### config.mk
export PLATFORM = sky130hd
export DESIGN_NAME = smb_reg_target
export DESIGN_NICKNAME = d
export VERILOG_FILES = /design/src/rtl/smbt_pkg.sv /design/src/rtl/smbt_line_sync.sv /design/src/rtl/smbt_addr_decode.sv /design/src/rtl/smb_reg_target.sv
export SDC_FILE = /design/constraint.sdc
export NUM_CORES = 1
export LEC_CHECK = 0
export BUFFER_PORTS_ARGS = -buffer_cell sky130_fd_sc_hd__buf_2
export CAP_MARGIN = 0
export CORE_MARGIN = 1.5
export CORE_UTILIZATION = 30
export CTS_CLUSTER_SIZE = 24
export DETAILED_ROUTE_END_ITERATION = 10
export PLACE_DENSITY = 0.49
export SYNTH_ARGS = -nofsm -noshare
export SYNTH_HDL_FRONTEND = slang
export SYNTH_SLANG_ARGS = --single-unit
### constraint.sdc
create_clock -name clk_i -period 2.25 [get_ports clk_i]
set_input_delay 0.1125 -clock clk_i [delete_from_list [all_inputs] [get_ports clk_i]]
set_output_delay 0.1125 -clock clk_i [all_outputs]
set_load 0.05 [all_outputs]
### src/rtl/smbt_pkg.sv
package smbt_pkg;
  localparam int BYTE_W = 8;
  localparam int ADDR_W = 7;
  localparam logic [ADDR_W-1:0] BCAST_ADDR = 7'b1011101;
  localparam logic [ADDR_W-1:0] ARA_ADDR   = 7'b0001100;
  localparam logic [1:0]        ADDR_PFX   = 2'b10;

  typedef enum logic [2:0] {
    ST_IDLE,
    ST_ADDR,
    ST_CMD,
    ST_WDATA,
    ST_WDONE,
    ST_TX,
    ST_IGNORE
  } smbt_state_e;
endpackage

### src/rtl/smbt_line_sync.sv
module smbt_line_sync #(
  parameter int STAGES = 2
) (
  input  logic clk_i,
  input  logic rst_i,
  input  logic scl_i,
  input  logic sda_i,
  output logic scl_o,
  output logic sda_o,
  output logic scl_rise_o,
  output logic scl_fall_o,
  output logic start_o,
  output logic stop_o
);
  logic [STAGES-1:0] scl_q, sda_q;
  logic scl_p, sda_p;

  generate
    if (STAGES == 1) begin : g_one
      always_ff @(posedge clk_i) begin
        if (rst_i) begin
          scl_q <= '1;
          sda_q <= '1;
        end else begin
          scl_q <= scl_i;
          sda_q <= sda_i;
        end
      end
    end else begin : g_chain
      always_ff @(posedge clk_i) begin
        if (rst_i) begin
          scl_q <= '1;
          sda_q <= '1;
        end else begin
          scl_q <= {scl_q[STAGES-2:0], scl_i};
          sda_q <= {sda_q[STAGES-2:0], sda_i};
        end
      end
    end
  endgenerate

  always_ff @(posedge clk_i) begin
    if (rst_i) begin
      scl_p <= 1'b1;
      sda_p <= 1'b1;
    end else begin
      scl_p <= scl_q[STAGES-1];
      sda_p <= sda_q[STAGES-1];
    end
  end

  assign scl_o      = scl_q[STAGES-1];
  assign sda_o      = sda_q[STAGES-1];
  assign scl_rise_o = scl_o & ~scl_p;
  assign scl_fall_o = ~scl_o & scl_p;
  assign start_o    = scl_o & scl_p & sda_p & ~sda_o;
  assign stop_o     = scl_o & scl_p & ~sda_p & sda_o;
endmodule

### src/rtl/smbt_addr_decode.sv
module smbt_addr_decode
  import smbt_pkg::*;
#(
  parameter int PINS = 3
) (
  input  logic                clk_i,
  input  logic                rst_i,
  input  logic [2*PINS-1:0]   code_i,
  output logic [ADDR_W-1:0]   own_addr_o
);
  localparam int LOW_W = ADDR_W - 2;

  logic [1:0] pin_val [PINS];
  logic [7:0] acc;

  generate
    for (genvar i = 0; i < PINS; i++) begin : g_pin
      assign pin_val[i] = (code_i[2*i+1:2*i] == 2'd3) ? 2'd2 : code_i[2*i+1:2*i];
    end
  endgenerate

  always_comb begin
    acc = 8'd0;
    for (int i = PINS - 1; i >= 0; i--) begin
      acc = acc * 8'd3 + {6'd0, pin_val[i]};
    end
  end

  always_ff @(posedge clk_i) begin
    own_addr_o <= {ADDR_PFX, acc[LOW_W-1:0]};
  end

  p_addr_stable_r1: assert property (@(posedge clk_i) disable iff (rst_i)
    $stable(code_i) |=> $stable(own_addr_o));
endmodule

### src/rtl/smb_reg_target.sv
module smb_reg_target
  import smbt_pkg::*;
#(
  parameter int REG_COUNT   = 4,
  parameter int PINS        = 3,
  parameter int SYNC_STAGES = 2,
  localparam int IDX_W = (REG_COUNT > 1) ? $clog2(REG_COUNT) : 1
) (
  input  logic                        clk_i,
  input  logic                        rst_i,
  input  logic                        enable_i,
  input  logic                        uvlo_i,
  input  logic                        scl_i,
  input  logic                        sda_i,
  input  logic [2*PINS-1:0]           addr_code_i,
  input  logic                        mass_wr_en_i,
  input  logic                        alert_pend_i,
  input  logic [REG_COUNT*BYTE_W-1:0] rd_regs_i,
  output logic                        sda_pull_o,
  output logic                        wr_stb_o,
  output logic [IDX_W-1:0]            wr_idx_o,
  output logic [BYTE_W-1:0]           wr_data_o,
  output logic                        addr_hit_o,
  output logic                        ara_done_o
);
  localparam logic [BYTE_W-1:0] REG_LIM  = BYTE_W'(REG_COUNT);
  localparam logic [IDX_W-1:0]  LAST_IDX = IDX_W'(REG_COUNT - 1);

  logic scl_s, sda_s, scl_rise, scl_fall, start_det, stop_det;
  logic [ADDR_W-1:0] own_addr;

  smbt_line_sync #(.STAGES(SYNC_STAGES)) u_sync (
    .clk_i(clk_i), .rst_i(rst_i), .scl_i(scl_i), .sda_i(sda_i),
    .scl_o(scl_s), .sda_o(sda_s), .scl_rise_o(scl_rise), .scl_fall_o(scl_fall),
    .start_o(start_det), .stop_o(stop_det)
  );

  smbt_addr_decode #(.PINS(PINS)) u_addr (
    .clk_i(clk_i), .rst_i(rst_i), .code_i(addr_code_i), .own_addr_o(own_addr)
  );

  smbt_state_e st, follow_st;
  logic [3:0]        bit_cnt;
  logic [BYTE_W-1:0] shreg;
  logic [IDX_W-1:0]  cmd_idx, stage_idx;
  logic [BYTE_W-1:0] stage_data;
  logic              cmd_ok, staged, tx_ara, host_ack;
  logic              active;

  logic [ADDR_W-1:0] rx_addr;
  logic              rx_rd;
  logic [BYTE_W-1:0] cur_rd, next_rd;
  logic [IDX_W-1:0]  next_idx;

  assign active   = enable_i & ~uvlo_i;
  assign rx_addr  = shreg[BYTE_W-1:1];
  assign rx_rd    = shreg[0];
  assign next_idx = (cmd_idx == LAST_IDX) ? '0 : cmd_idx + 1'b1;
  assign cur_rd   = rd_regs_i[cmd_idx*BYTE_W +: BYTE_W];
  assign next_rd  = rd_regs_i[next_idx*BYTE_W +: BYTE_W];

  always_ff @(posedge clk_i) begin
    if (rst_i || !active) begin
      st         <= ST_IDLE;
      follow_st  <= ST_IDLE;
      bit_cnt    <= '0;
      shreg      <= '0;
      cmd_idx    <= '0;
      cmd_ok     <= 1'b0;
      staged     <= 1'b0;
      tx_ara     <= 1'b0;
      host_ack   <= 1'b0;
      sda_pull_o <= 1'b0;
      wr_stb_o   <= 1'b0;
      addr_hit_o <= 1'b0;
      ara_done_o <= 1'b0;
    end else begin
      wr_stb_o   <= 1'b0;
      addr_hit_o <= 1'b0;
      ara_done_o <= 1'b0;
      if (start_det) begin
        // a repeated START drops any staged write; the command survives
        st         <= ST_ADDR;
        bit_cnt    <= '0;
        staged     <= 1'b0;
        sda_pull_o <= 1'b0;
      end else if (stop_det) begin
        if (staged && st == ST_WDONE) begin
          wr_stb_o <= 1'b1;
        end
        st         <= ST_IDLE;
        staged     <= 1'b0;
        cmd_ok     <= 1'b0;
        sda_pull_o <= 1'b0;
      end else if (scl_rise) begin
        case (st)
          ST_ADDR, ST_CMD, ST_WDATA: begin
            if (bit_cnt < 4'd8) shreg <= {shreg[BYTE_W-2:0], sda_s};
            if (bit_cnt < 4'd9) bit_cnt <= bit_cnt + 4'd1;
          end
          ST_WDONE: bit_cnt <= 4'd1;
          ST_TX: begin
            if (bit_cnt == 4'd8) host_ack <= ~sda_s;
            if (bit_cnt < 4'd9) bit_cnt <= bit_cnt + 4'd1;
          end
          default: ;
        endcase
      end else if (scl_fall) begin
        case (st)
          ST_ADDR: begin
            if (bit_cnt == 4'd8) begin
              if (rx_addr == own_addr && !rx_rd) begin
                sda_pull_o <= 1'b1;
                addr_hit_o <= 1'b1;
                cmd_ok     <= 1'b0;
                follow_st  <= ST_CMD;
              end else if (rx_addr == own_addr && rx_rd && cmd_ok) begin
                sda_pull_o <= 1'b1;
                addr_hit_o <= 1'b1;
                tx_ara     <= 1'b0;
                follow_st  <= ST_TX;
              end else if (rx_addr == BCAST_ADDR && !rx_rd && mass_wr_en_i) begin
                sda_pull_o <= 1'b1;
                cmd_ok     <= 1'b0;
                follow_st  <= ST_CMD;
              end else if (rx_addr == ARA_ADDR && rx_rd && alert_pend_i) begin
                sda_pull_o <= 1'b1;
                tx_ara     <= 1'b1;
                follow_st  <= ST_TX;
              end else begin
                cmd_ok <= 1'b0;
                st     <= ST_IGNORE;
              end
            end else if (bit_cnt == 4'd9) begin
              sda_pull_o <= 1'b0;
              bit_cnt    <= '0;
              st         <= follow_st;
              if (follow_st == ST_TX) begin
                shreg      <= tx_ara ? {own_addr, 1'b0} : cur_rd;
                sda_pull_o <= tx_ara ? ~own_addr[ADDR_W-1] : ~cur_rd[BYTE_W-1];
              end
            end
          end
          ST_CMD: begin
            if (bit_cnt == 4'd8) begin
              if (shreg < REG_LIM) begin
                sda_pull_o <= 1'b1;
                cmd_idx    <= shreg[IDX_W-1:0];
                cmd_ok     <= 1'b1;
              end else begin
                st <= ST_IGNORE;
              end
            end else if (bit_cnt == 4'd9) begin
              sda_pull_o <= 1'b0;
              bit_cnt    <= '0;
              st         <= ST_WDATA;
            end
          end
          ST_WDATA: begin
            if (bit_cnt == 4'd8) begin
              sda_pull_o <= 1'b1;
              stage_idx  <= cmd_idx;
              stage_data <= shreg;
              staged     <= 1'b1;
            end else if (bit_cnt == 4'd9) begin
              sda_pull_o <= 1'b0;
              bit_cnt    <= '0;
              st         <= ST_WDONE;
            end
          end
          ST_WDONE: begin
            // a full clock after the data byte means an extra byte
            if (bit_cnt != 4'd0) begin
              staged <= 1'b0;
              st     <= ST_IGNORE;
            end
          end
          ST_TX: begin
            if (bit_cnt >= 4'd1 && bit_cnt <= 4'd7) begin
              sda_pull_o <= ~shreg[BYTE_W-2];
              shreg      <= {shreg[BYTE_W-2:0], 1'b0};
            end else if (bit_cnt == 4'd8) begin
              sda_pull_o <= 1'b0;
            end else if (bit_cnt == 4'd9) begin
              bit_cnt <= '0;
              if (tx_ara) begin
                ara_done_o <= 1'b1;
                st         <= ST_IGNORE;
              end else if (host_ack) begin
                cmd_idx    <= next_idx;
                shreg      <= next_rd;
                sda_pull_o <= ~next_rd[BYTE_W-1];
              end else begin
                st <= ST_IGNORE;
              end
            end
          end
          default: ;
        endcase
      end
    end
  end

  always_ff @(posedge clk_i) begin
    if (stop_det && staged && st == ST_WDONE) begin
      wr_idx_o  <= stage_idx;
      wr_data_o <= stage_data;
    end
  end

  p_stb_after_stop_r2: assert property (@(posedge clk_i) disable iff (rst_i)
    wr_stb_o |-> $past(stop_det));
  p_quiet_off_r8: assert property (@(posedge clk_i) disable iff (rst_i)
    !active |=> (!sda_pull_o && !wr_stb_o && !addr_hit_o));
  p_hit_single_r9: assert property (@(posedge clk_i) disable iff (rst_i)
    addr_hit_o |=> !addr_hit_o);
  p_ara_single_r7: assert property (@(posedge clk_i) disable iff (rst_i)
    ara_done_o |=> !ara_done_o);
  p_pull_on_fall_r6: assert property (@(posedge clk_i) disable iff (rst_i)
    $rose(sda_pull_o) |-> $past(scl_fall));
endmodule

Word-level counts from Yosys, hierarchy flattened:

Index checks and enable logic that the tools add are counted.

* output and inout port bits: 14
* bits in registers: 59
* word-level logic and storage cells: 279
* input port bits: 46

* reductions and logical operators: 47
* multiply operators: 2
* order comparisons: 5
* shift operators: 2
* add/subtract/negate cells: 4
* mux-type cells: 97
* bitwise operators: 26
* eq/ne operators: 73

Operators by type and width (count)
* $mux 8: 13
* $shiftx 32x6->8: 2
* $mux 3: 21
* $ne 4x4->1 const B: 13
* $ne 3x3->1 const B: 16
* $ne 5x5->1 const B: 9
* $mux 1: 38
* $reduce_and 17->1: 2
* $reduce_and 9->1: 3
* $mux 4: 6
* $ne 2x2->1 const B: 12
* $mux 2: 11
* $not 1->1: 18
* $pmux 4 s2: 2
* $pmux 8 s2: 1
* $pmux 3 s5: 1
* $reduce_and 7->1: 2
* $reduce_and 13->1: 1
* $reduce_and 12->1: 1
* $reduce_bool 3->1: 4
* $reduce_bool 4->1: 3
* $logic_and 1x1->1: 11
* $reduce_and 5->1: 2
* $reduce_bool 2->1: 5
* 37 further kinds: 59

Logic depth before layout (Yosys ltp):

Gate-level depths: netlist of the first run.

* depth in word-level cells: 13
* depth in mapped cells: 10
* gate-level depth less buffers: 10

Hierarchy:

A second synthesis of the first run with hierarchy kept.

* cells, all modules: 346
* area, all modules: 3559.7 um^2

By module, submodules not included
* smb_reg_target: area an instance 2985.4 um^2, instances 1, cells an instance 293, sequential area each 1141.1 um^2
* smbt_addr_decode: area an instance 384.1 um^2, instances 1, cells an instance 37, sequential area each 100.1 um^2
* smbt_line_sync: area an instance 190.2 um^2, instances 1, cells an instance 16, sequential area each 120.1 um^2

Worst setup path before layout of the first run:

No wires, ideal clock.

* kind: input-to-reg
* start: input port addr_code_i[5]
* end: register u_addr.own_addr_o[3]
* path buffers: 0
* stages on the path: 8
* path slack: -125 ps
* setup time: 119 ps
* arrival time: 2257 ps
* data required time: 2131 ps
* cells stage by stage: or2_2 > fa_1 > inv_1 > fa_1 > inv_1 > ha_1 > fa_1 > xor2_1

* cells in the longest elaborated chain, start to end: 6

RTL lines
* start, declared: RTL line smb_reg_target.sv:15 `input logic [2*PINS-1:0] addr_code_i,`
* $eq 2x2->1: RTL line smbt_addr_decode.sv:18 `assign pin_val[i] = (code_i[2*i+1:2*i] == 2'd3) ? 2'd2 : code_i[2*i+1:2*i];`
* $mux 2 (*): RTL line smbt_addr_decode.sv:18
* $mul 2x2->4 (*): RTL line smbt_addr_decode.sv:25 `acc = acc * 8'd3 + {6'd0, pin_val[i]};`
* $add 8x2->8 (*): RTL line smbt_addr_decode.sv:25
* $mul 8x2->5 (*): RTL line smbt_addr_decode.sv:25
* $add 5x2->5 (*): RTL line smbt_addr_decode.sv:25
* via u_addr.acc[3]: RTL line smbt_addr_decode.sv:14 `logic [7:0] acc;`
* end signal, assigned: RTL line smbt_addr_decode.sv:30 `own_addr_o <= {ADDR_PFX, acc[LOW_W-1:0]};`
* end, declared: RTL line smbt_addr_decode.sv:9 `output logic [ADDR_W-1:0] own_addr_o`

Mark *: on every way through the listed nets, which the timed path passes. The rest lies on a longest branch.
A chain may end at the register's enable or synchronous reset.

Worst setup path in the final report of the first run:

* start: register bit_cnt[0]
* end: register st[0]

* cells in the longest elaborated chain, start to end: 7
* elaborated cells between the ends (all ways): 27
* those cells by class: order compare: 2; eq/ne: 15; mux: 7; reduce/logical: 3

RTL lines
* start, declared: RTL line smb_reg_target.sv:43 `logic [3:0] bit_cnt;`
* start signal, assigned: RTL line smb_reg_target.sv:99 `if (bit_cnt < 4'd9) bit_cnt <= bit_cnt + 4'd1;`
* start signal, assigned: RTL line smb_reg_target.sv:104 `if (bit_cnt < 4'd9) bit_cnt <= bit_cnt + 4'd1;`
* $eq 4x4->1
* $mux 3 (on tied branches): RTL line smb_reg_target.sv:145, smb_reg_target.sv:111
* $pmux 3 s5: RTL line smb_reg_target.sv:109 `case (st)`
* $mux 1: RTL line smb_reg_target.sv:108 `end else if (scl_fall) begin`
* $mux 1: RTL line smb_reg_target.sv:95 `end else if (scl_rise) begin`
* $mux 1: RTL line smb_reg_target.sv:87 `end else if (stop_det) begin`
* $mux 1: RTL line smb_reg_target.sv:81 `if (start_det) begin`
* end signal, assigned: RTL line smb_reg_target.sv:137 `st <= follow_st;`
* end, declared: RTL line smb_reg_target.sv:42 `smbt_state_e st, follow_st;`

Several ways; a longest one is shown, not always the timed one. The select of a mux whose other input is x is not followed.

==> results.py, run 1 <==
metrics = {
    "power_and_ir_drop": {
        "total_power_mw": 3.04,
        "power.combinational.fraction_pct": 9.1,
        "seq_power_share_pct": 37.6,
        "intPower_mw": 2.35,
        "power_density_nw_per_um2": 611,
        "power.static_leakage_nw": 2.05,
        "switching_power_mw": 0.689,
        "power_switching_share_pct": 22.6,
        "vdd_ir_drop_max_mv": 0.484,
        "power.share.clock_pct": 53.3,
    },
    "sta": {
        "worstMarginPinSlew_ns": 0.525,
        "report.final.hold_viol_count": 0,
        "fmaxAchievable_mhz": 474,
        "share_of_the_cycle_needed_by_the_critical_path_after_routing_pct": 93.8,
        "fin_skew_ns": 0.0102,
        "unrepaired_setup_endpoints_after_global_routing": "false",
        "final-setup-viol-count": 0,
        "normalized_max_slew_margin_pct": 64.8,
        "totalNegativeSetupSlack_ns": 0,
        "slew_viol_final": 0,
        "finalWorstPathRequiredPeriod_ns": 2.11,
    },
    "route": {
        "drc_errors": 0,
        "via_per_inst": 5.08,
        "avgRoutedWirePerCell_um": 15.3,
        "drt_first_pass_iters": 5,
        "postRouteAntennaNets": 0,
        "drt-initial-drc-count": 139,
        "vias": 3284,
        "drt-total-wl_um": 9880,
    },
    "logic_synthesis": {
        "ys_types": 70,
        "synth.net_count": 436,
        "synth.cell_area_um2": 3760,
        "yosysTopAreaCell": "sky130_fd_sc_hd__dfxtp_1",
        "yosysTopAreaCellShare_pct": 20.2,
        "synth-seq-cells": 58,
        "count_of_flip_flops_with_a_built_in_enable_after_synthesis": 20,
        "syn-instance-count": 369,
        "synth_ff_type": "sky130_fd_sc_hd__dfxtp_1",
        "yosys_warnings": 0,
        "synth-seq-area-share_pct": 36.2,
        "synthTopCellsByArea": "sky130_fd_sc_hd__dfxtp_1 (20%), sky130_fd_sc_hd__edfxtp_1 (16%), sky130_fd_sc_hd__ha_1 (6.0%), sky130_fd_sc_hd__mux4_1 (5.6%), sky130_fd_sc_hd__mux4_2 (4.8%)",
        "syn_avg_cell_area_um2": 10.2,
        "postSynth.asyncResetShare_pct": 0,
    },
    "critical_path": {
        "crit-reg2reg-launch": "bit_cnt[0]$_SDFFE_PP0P_",
        "critPathKind": "reg -> reg",
        "timing.critical_path.from_type": "register",
        "rr_endpoint": "st[0]$_SDFFE_PP0P_",
        "endpoint_kind": "register",
        "reg2reg_depth": 10,
        "critical_path_required_ns": 2.46,
        "regToRegSetupSlack_ns": 0.14,
        "worst-endpoint-arrival_ns": 2.32,
        "critical_path_peak_fanout": 5,
    },
    "layout": {
        "areaGrowthSynthToFinish_pct": 32.4,
        "n_antenna_cell": 0,
        "nets": 540,
        "fill_cells": 1238,
        "layout_common_cells": "sky130_fd_sc_hd__buf_2 (59), sky130_fd_sc_hd__buf_4 (47), sky130_fd_sc_hd__dfxtp_1 (36)",
        "final-seq-area_um2": 1370,
        "drive_gt1_share_pct": 34.5,
        "layout.cells.most_common": "sky130_fd_sc_hd__buf_2",
        "multi_input_comb_area_um2": 2280,
        "post_layout_nonfiller_instances": 646,
    },
    "min_path": {
        "whs_path_depth": 2,
        "hold_class": "in -> reg",
        "min_delay_worst_endpoint": "u_sync.sda_p$_SDFF_PP1_",
        "hp-start": "rst_i",
    },
    "job": {
        "drv_cap": 0,
    },
    "floorplanning": {
        "pin_count": 60,
        "placementRows": 40,
        "floorplan.die_area_um2": 13200,
        "fp.coreArea_um2": 12100,
        "initial_utilization_pct": 31.1,
        "die_h_um": 115,
        "die_x_um": 115,
    },
    "grt": {
        "first_global_vias": 3195,
        "grt_pass1_wl_um": 16000,
        "grt_start_max_net_pins": 13,
        "antenna_violations_before_repair": 0,
        "grt_remaining_overflow": 0,
        "grt_usage_pct": 15.6,
    },
    "clocking": {
        "clock_tree.buffer_depth": 2,
        "cts.sink_count": 58,
        "worst_skew_pair.late_latency_ns": 0.33,
        "htreeDepth": 3,
        "tritoncts_clock_tree": "built",
        "cts.clk_slew.worst_paths_ns": 0.06,
        "root_buffer": "sky130_fd_sc_hd__clkbuf_16",
        "cts_buffers": 9,
    },
    "placement": {
        "detailed_place_hpwl_um": 7700,
        "place_congestion": 0.941,
        "numPlacedInstances": 627,
        "placement.io_buffers": 59,
    },
    "outcome": {
        "status": "complete, no violations",
    },
}
routing by layer:
metal	vias up	track usage, %	share of wire, %
li1	1602	-	-
met4	0	5.27	1.8
met5	-	0	0
met1	1557	22.2	50
met2	112	23.9	43
met3	13	2.95	5.2
worst max path at each step:
stage	from	slack, ns	to	cells after the start
after floorplan	addr_code_i[2]	0.006	u_addr.own_addr_o[3]$_DFF_P_	9
after global placement	addr_code_i[5]	-0.15	u_addr.own_addr_o[3]$_DFF_P_	9
after detailed placement	addr_code_i[5]	-0.19	u_addr.own_addr_o[3]$_DFF_P_	9
after CTS	bit_cnt[1]$_SDFFE_PP0P_	0.05	shreg[3]$_SDFFE_PP0P_	9
after global routing	bit_cnt[1]$_SDFFE_PP0P_	0.05	shreg[3]$_SDFFE_PP0P_	9
final	bit_cnt[0]$_SDFFE_PP0P_	0.14	st[0]$_SDFFE_PP0P_	10
sequential cells by signal (all words and copies together), names as in the netlist, 2 cells and up:
name / cells
stage_data: 8
u_addr.own_addr_o: 5
wr_idx_o: 2
stage_idx: 2
cmd_idx: 2
follow_st: 2
shreg: 8
u_sync.sda_q: 2
u_sync.scl_q: 2
st: 3
bit_cnt: 4
wr_data_o: 8
synth_stat cells (all sizes together) (4+ instances only):
| cell | number |
|---|---|
| dfxtp | 38 |
| nor2b | 7 |
| mux4 | 16 |
| nor3 | 6 |
| nor3b | 5 |
| o211a | 5 |
| inv | 18 |
| a21oi | 21 |
| o31ai | 4 |
| nand2 | 28 |
| nor2 | 28 |
| buf | 8 |
| ha | 18 |
| nand3 | 7 |
| and3 | 5 |
| o21ai | 10 |
| nor4 | 6 |
| mux2i | 17 |
| nand4 | 4 |
| clkbuf | 9 |
| or2 | 13 |
| a211oi | 8 |
| xor2 | 6 |
| edfxtp | 20 |
| nand2b | 9 |
power groups by stage:
stage / sequential, mW / clock, mW / combinational (mW)
6_report: 1.14 / 1.62 / 0.276
5_1_grt: 1.15 / 1.70 / 0.309
4_1_cts: 1.14 / 1.65 / 0.277
3_5_place_dp: 1.17 / 0 / 0.273
3_3_place_gp: 1.17 / 0 / 0.265
2_1_floorplan: 1.16 / 0 / 0.162
timing repair:
item                                    in CTS  in global routing
hold buffers                                 2                  0
endpoints found under the hold margin        2                  0
gates resized for setup                      0                 10
setup buffers                                0                  1
endpoints found under the setup margin       1                 10
pin swaps                                    1                  4
layout make-up:
| cell class | instances | area share, % |
|---|---|---|
| clock buffers | 9 | 4.52 |
| flip-flops and latches | 58 | 27.4 |
| repair buffers | 110 | 14.2 |
| well taps | 168 | 4.22 |
| inverters | 18 | 1.36 |
| clock inverters | 7 | 2.51 |
| multi-input cells | 276 | 45.8 |
kinds of logic after synthesis:
logic type,after synthesis,synth area share [%]
and+or+nand+nor,137,19.9
buffers and inverters,35,4.55
muxes,34,15.2
DFF,58,36.2
AOI/OAI and AO/OA,75,14.5
xor gates and xnor gates,9,2.09
adders and majority gates,21,7.58
critical path, cell delays in order (launching register included):
cell	delay, ns
sky130_fd_sc_hd__dfxtp_4	0.37
sky130_fd_sc_hd__inv_1	0.07
sky130_fd_sc_hd__ha_4	0.17
sky130_fd_sc_hd__buf_4	0.13
sky130_fd_sc_hd__or2_2	0.30
sky130_fd_sc_hd__a221oi_1	0.38
sky130_fd_sc_hd__a2111oi_2	0.10
sky130_fd_sc_hd__buf_4	0.15
sky130_fd_sc_hd__o311ai_1	0.07
sky130_fd_sc_hd__o21ai_1	0.12
sky130_fd_sc_hd__mux2i_1	0.14
per-stage QoR:
stage	hold slack [ns]	cell area, um^2	worst slack [ns]	util, %
after floorplan	0.216	3780	0.00561	-
after global placement	0.297	4570	-0.155	37.7
after detailed placement	0.299	4570	-0.192	37.7
after CTS	0.0717	4940	0.0460	40.8
after global routing	0.0848	4980	0.0517	41.2
final	0.0706	4980	0.140	41.2
Power figures use the tool's default switching activity.
==> run 2: changes to the inputs <==
--- a/config.mk
+++ b/config.mk
@@ -7,11 +7,9 @@
 export LEC_CHECK = 0
 export BUFFER_PORTS_ARGS = -buffer_cell sky130_fd_sc_hd__buf_2
 export CAP_MARGIN = 0
-export CORE_MARGIN = 1.5
 export CORE_UTILIZATION = 30
 export CTS_CLUSTER_SIZE = 24
 export DETAILED_ROUTE_END_ITERATION = 10
-export PLACE_DENSITY = 0.49
 export SYNTH_ARGS = -nofsm -noshare
 export SYNTH_HDL_FRONTEND = slang
 export SYNTH_SLANG_ARGS = --single-unit
==> run 2 against run 1 <==
Compared with the run above: sequential cell count unchanged; non-clock buffer count stayed put; wire length grew 1.5%; final cell count unchanged; clock-buffer cell count is the same; global-route usage is 0.85 points higher; sequential share of layout area rose by 0.48 points; clock power fell by 23%; fmax decreased by 0.63%.
==> results.py, run 2 (same netlist as run 1, synthesis figures left out) <==
metrics = {
    "outcome": {
        "status": "complete, no violations",
    },
    "floorplanning": {
        "fp.coreArea_um2": 12100,
        "die_x_um": 114,
        "pin_count": 60,
        "placementRows": 40,
        "initial_utilization_pct": 31.1,
        "floorplan.die_area_um2": 13000,
        "die_h_um": 114,
    },
    "critical_path": {
        "endpoint_kind": "register",
        "critical_path_peak_fanout": 4,
        "crit_family": "compound AO/OA/AOI/OAI gates",
        "critical_path_required_ns": 2.47,
        "critPathKind": "reg -> reg",
        "slowest_stage": "sky130_fd_sc_hd__o31ai_4",
        "worst-path-buf-inv": 2,
        "worst-endpoint-arrival_ns": 2.35,
        "crit_path_cell_trace": "inv_1 -> ha_1 -> nor3b_2 -> o211ai_1 -> nand3_1 -> o31ai_4 -> buf_4 -> o221ai_1 -> o211a_1",
        "timing.critical_path.from_type": "register",
        "regToRegSetupSlack_ns": 0.13,
        "critical_path.max_stage_delay_ns": 0.37,
    },
    "clocking": {
        "clock_tree.buffer_depth": 2,
        "cts.clk_slew.worst_paths_ns": 0.05,
        "worst_skew_pair.late_latency_ns": 0.33,
        "cts_buffers": 9,
        "htreeDepth": 3,
        "tritoncts_clock_tree": "built",
        "root_buffer": "sky130_fd_sc_hd__clkbuf_16",
        "cts.sink_count": 58,
    },
    "layout": {
        "layout_top_registers": "shreg (8), stage_data (8), wr_data_o (8)",
        "areaGrowthSynthToFinish_pct": 29.8,
        "util_after_layout_pct": 40.3,
        "drive_gt1_share_pct": 34.1,
        "layout_common_cells": "sky130_fd_sc_hd__buf_2 (59), sky130_fd_sc_hd__buf_4 (47), sky130_fd_sc_hd__dfxtp_1 (37)",
        "design_area_um2": 4890,
        "n_antenna_cell": 0,
        "nets": 540,
        "layout.cells.most_common": "sky130_fd_sc_hd__buf_2",
    },
    "route": {
        "drt_first_pass_iters": 5,
        "postRouteAntennaNets": 0,
        "vias": 3304,
        "route.top_layer_used": "met4",
        "met2_wirelength_um": 4590,
        "drc_errors": 0,
        "drt-initial-drc-count": 166,
        "routed_metal_1_wirelength_um": 4580,
        "via_per_inst": 5.11,
        "drt-total-wl_um": 10000,
        "avgRoutedWirePerCell_um": 15.5,
        "met3WireLength_um": 676,
    },
    "power_and_ir_drop": {
        "vdd_ir_drop_max_mv": 0.310,
        "power_density_nw_per_um2": 547,
        "switching_power_mw": 0.668,
        "power.combinational.fraction_pct": 10.4,
        "power_switching_share_pct": 25.0,
        "total_power_mw": 2.67,
        "seq_power_share_pct": 43.1,
        "power.static_leakage_nw": 2.00,
        "power.share.clock_pct": 46.5,
        "intPower_mw": 2.00,
    },
    "sta": {
        "unrepaired_setup_endpoints_after_global_routing": "false",
        "totalNegativeSetupSlack_ns": 0,
        "slew_viol_final": 0,
        "finalWorstPathRequiredPeriod_ns": 2.12,
        "report.final.hold_viol_count": 0,
        "fin_skew_ns": 0.00752,
        "share_of_the_cycle_needed_by_the_critical_path_after_routing_pct": 94.4,
        "worstMarginPinSlew_ns": 0.607,
        "final-setup-viol-count": 0,
        "normalized_max_slew_margin_pct": 58.5,
        "fmaxAchievable_mhz": 471,
    },
    "placement": {
        "detailed_place_hpwl_um": 7740,
        "place_congestion": 0.904,
        "dpl_cell_area_um2": 4540,
        "placement.io_buffers": 59,
    },
    "job": {
        "drv_cap": 0,
    },
    "grt": {
        "grt_remaining_overflow": 0,
        "antenna_violations_before_repair": 0,
        "first_global_vias": 3188,
        "grt_pass1_wl_um": 16300,
        "grt_usage_pct": 16.5,
        "grt_start_max_net_pins": 17,
    },
    "min_path": {
        "hold_class": "in -> reg",
    },
}
[run 2: cell count changes in the layout (fill, tap and decap cells not counted), sizes merged]
cell,before,now
bufinv,3,0
clkinv,2,3
clkinvlp,0,3
inv,20,19
[run 2: worst paths after layout]
path                                            startpoint                         end  depth (start not counted)
worst max-delay path               bit_cnt[0]$_SDFFE_PP0P_       shreg[6]$_SDFFE_PP0P_                          9
worst min-delay path                                 rst_i     u_sync.sda_p$_SDFF_PP1_                          2
worst max register to register     bit_cnt[0]$_SDFFE_PP0P_       shreg[6]$_SDFFE_PP0P_                          9
worst min register to register  u_sync.sda_q[0]$_SDFF_PP1_  u_sync.sda_q[1]$_SDFF_PP1_                          1
[run 2: timing repair]
action	4_1_cts	5_1_grt
buffers inserted	0	3
hold buffers	2	0
resized for setup	0	7
setup endpoints to repair	0	9
hold endpoints to repair	2	0
[run 2: final cells by class]
type	count	area [um^2]
fill	1250	7230
multi-input combinational	276	2280
sequential	58	1360
timing repair buffer	110	699
clock buffer	9	225
tap	168	210
inverter	18	67.6
clock inverter	7	45.0
[run 2: power groups by stage]
stage | registers, mW | clock network [mW] | logic [mW]
after global placement | 1.17 | 0 | 0.264
after global routing | 1.15 | 1.32 | 0.308
after floorplan | 1.16 | 0 | 0.162
final | 1.15 | 1.24 | 0.277
after detailed placement | 1.17 | 0 | 0.274
after CTS | 1.15 | 1.26 | 0.279
[run 2: per-stage QoR]
step                hold WS [ns]  setup slack [ns]  instances
finish                    0.0598             0.127        646
global route              0.0797            0.0226        646
CTS                       0.0612           0.00977        643
detailed placement         0.302            -0.191        625
global placement           0.298            -0.180        625
floorplan                  0.216           0.00561        369
[run 2: layer usage]
layer	track usage, %	vias up
li1	-	1601
met1	22.0	1548
met2	25.7	135
met3	4.25	20
met4	6.06	0
met5	0	-
==> run 3: changes to the inputs <==
--- a/config.mk
+++ b/config.mk
@@ -5,7 +5,7 @@
 export SDC_FILE = /design/constraint.sdc
 export NUM_CORES = 1
 export LEC_CHECK = 0
-export BUFFER_PORTS_ARGS = -buffer_cell sky130_fd_sc_hd__buf_2
+export BUFFER_PORTS_ARGS = -buffer_cell sky130_fd_sc_hd__buf_4
 export CAP_MARGIN = 0
 export CORE_UTILIZATION = 30
 export CTS_CLUSTER_SIZE = 24
==> run 3 against run 2 <==
Compared with the run above: fmax down 0.38%; critical path type is now in -> reg; clock power increased by 21%; largest power group unchanged; sequential power about the same; sequential cell count did not move; non-clock buffer count fell by 4; sequential share of layout area fell by 1.0 points; die area did not move; final cell count down 0.62%; worst setup slack got worse by 0.0082 ns; clock-buffer cell count unchanged.
==> results.py, run 3 (same netlist as run 1, synthesis figures left out) <==
metrics = {
    "clocking": {
        "htreeDepth": 3,
        "cts_buffers": 9,
        "cts.clk_slew.worst_paths_ns": 0.06,
        "root_buffer": "sky130_fd_sc_hd__clkbuf_16",
        "clock_tree.buffer_depth": 2,
        "tritoncts_clock_tree": "built",
        "worst_skew_pair.late_latency_ns": 0.33,
        "cts.sink_count": 58,
    },
    "route": {
        "vias": 3206,
        "drt-total-wl_um": 9760,
        "drt-initial-drc-count": 157,
        "drc_errors": 0,
        "drt_first_pass_iters": 5,
        "postRouteAntennaNets": 0,
        "avgRoutedWirePerCell_um": 15.2,
        "via_per_inst": 4.99,
    },
    "power_and_ir_drop": {
        "seq_power_share_pct": 38.9,
        "power.share.clock_pct": 50.9,
        "power.static_leakage_nw": 2.05,
        "switching_power_mw": 0.678,
        "intPower_mw": 2.26,
        "power.combinational.fraction_pct": 10.2,
        "power_density_nw_per_um2": 580,
        "power_switching_share_pct": 23.1,
        "vdd_ir_drop_max_mv": 0.318,
    },
    "grt": {
        "antenna_violations_before_repair": 0,
        "grt_usage_pct": 16.0,
        "first_global_vias": 3250,
        "grt_remaining_overflow": 0,
        "grt_start_max_net_pins": 17,
        "grt_pass1_wl_um": 16100,
    },
    "outcome": {
        "status": "complete, no violations",
    },
    "floorplanning": {
        "fp.coreArea_um2": 12100,
        "die_h_um": 114,
        "pin_count": 60,
        "die_x_um": 114,
        "initial_utilization_pct": 31.1,
        "floorplan.die_area_um2": 13000,
        "placementRows": 40,
    },
    "sta": {
        "report.final.hold_viol_count": 0,
        "fin_skew_ns": 0.00417,
        "unrepaired_setup_endpoints_after_global_routing": "false",
        "slew_viol_final": 0,
        "finalWorstPathRequiredPeriod_ns": 2.13,
        "timing.hold.ws_ns": 0.0282,
        "worstMarginPinSlew_ns": 0.476,
        "share_of_the_cycle_needed_by_the_critical_path_after_routing_pct": 94.7,
        "final-setup-viol-count": 0,
        "fmaxAchievable_mhz": 469,
        "normalized_max_slew_margin_pct": 68.0,
    },
    "layout": {
        "layout.cells.most_common": "sky130_fd_sc_hd__buf_4",
        "fill_cells": 1199,
        "multi_input_comb_area_um2": 2280,
        "nets": 536,
        "layout_common_cells": "sky130_fd_sc_hd__buf_4 (102), sky130_fd_sc_hd__dfxtp_1 (37), sky130_fd_sc_hd__nand2_1 (28), sky130_fd_sc_hd__nor2_1 (28), sky130_fd_sc_hd__a21oi_1 (21)",
        "final-seq-area_um2": 1360,
        "util_after_layout_pct": 41.9,
        "n_antenna_cell": 0,
        "areaGrowthSynthToFinish_pct": 34.8,
        "drive_gt1_share_pct": 34.2,
        "layout_top_registers": "shreg (8), stage_data (8), wr_data_o (8)",
    },
    "critical_path": {
        "reg2reg_depth": 6,
        "critPathKind": "in -> reg",
        "rr_endpoint": "sda_pull_o$_SDFFE_PP0P_",
        "timing.critical_path.from_type": "input pin",
        "critical_path_peak_fanout": 3,
        "regToRegSetupSlack_ns": 0.14,
        "critical_path_required_ns": 2.47,
        "endpoint_kind": "register",
        "crit-reg2reg-launch": "shreg[7]$_SDFFE_PP0P_",
        "worst-endpoint-arrival_ns": 2.35,
    },
    "job": {
        "drv_cap": 0,
    },
    "min_path": {
        "hold_class": "in -> reg",
        "hp-start": "rst_i",
        "min_delay_worst_endpoint": "u_sync.scl_q[1]$_SDFF_PP1_",
        "whs_path_depth": 2,
    },
    "placement": {
        "detailed_place_hpwl_um": 7700,
        "placement.io_buffers": 59,
        "place_congestion": 0.934,
    },
}
## run 3: worst max-delay path, cell delays in order
cell and delay (ns):
sky130_fd_sc_hd__buf_4 0.13, sky130_fd_sc_hd__or2_2 0.32, sky130_fd_sc_hd__fa_1 0.52, sky130_fd_sc_hd__inv_1 0.06, sky130_fd_sc_hd__fa_1 0.48, sky130_fd_sc_hd__inv_1 0.05, sky130_fd_sc_hd__ha_2 0.18, sky130_fd_sc_hd__fa_2 0.36
sky130_fd_sc_hd__xor2_1 0.15
## run 3: area by class of cell
cell class | instances | area share (%)
Clock buffer | 9 | 4.44
Multi-Input combinational cell | 276 | 44.9
Timing Repair Buffer | 106 | 16.3
Sequential cell | 58 | 26.9
Tap cell | 168 | 4.14
Clock inverter | 7 | 2.02
Inverter | 18 | 1.33
## run 3: worst max-delay path by stage
stage	start	to	depth (start not counted)
after floorplan	addr_code_i[2]	u_addr.own_addr_o[3]$_DFF_P_	9
final	addr_code_i[5]	u_addr.own_addr_o[3]$_DFF_P_	9
after CTS	bit_cnt[0]$_SDFFE_PP0P_	st[1]$_SDFFE_PP0P_	8
after detailed placement	addr_code_i[5]	u_addr.own_addr_o[3]$_DFF_P_	9
after global placement	addr_code_i[5]	u_addr.own_addr_o[3]$_DFF_P_	9
after global routing	shreg[4]$_SDFFE_PP0P_	st[1]$_SDFFE_PP0P_	7
## run 3: layer usage
| metal | GRT usage [%] | up-vias | part of all wire (%) |
|---|---|---|---|
| li1 | - | 1585 | - |
| met1 | 21.7 | 1507 | 47 |
| met2 | 24.7 | 98 | 45 |
| met3 | 4.20 | 16 | 6.4 |
| met4 | 5.45 | 0 | 1.8 |
| met5 | 0 | - | 0 |
## run 3: repair_timing
item / in CTS / in global routing
buffers inserted: 0 / 2
resized for setup: 1 / 8
endpoints found under the hold margin: 2 / 0
hold buffers: 2 / 0
pin swaps: 0 / 4
endpoints found under the setup margin: 1 / 10
## run 3: power by group through the flow
stage	registers [mW]	logic (mW)	clock network (mW)
2_1_floorplan	1.16	0.162	0
3_3_place_gp	1.17	0.286	0
3_5_place_dp	1.17	0.300	0
4_1_cts	1.15	0.304	1.52
5_1_grt	1.15	0.340	1.57
6_report	1.15	0.300	1.50
## run 3: per-stage QoR
stage          cells  power [mW]  worst slack, ns  instance area (um^2)  TNS, ns
2_1_floorplan    369        1.32          0.00561                  3780        0
3_5_place_dp     623        1.47           -0.234                  4680   -0.590
4_1_cts          641        2.97           0.0189                  5030        0
6_report         642        2.94            0.119                  5070        0
3_3_place_gp     623        1.46           -0.177                  4680   -0.461
5_1_grt          642        3.06          0.00370                  5070        0
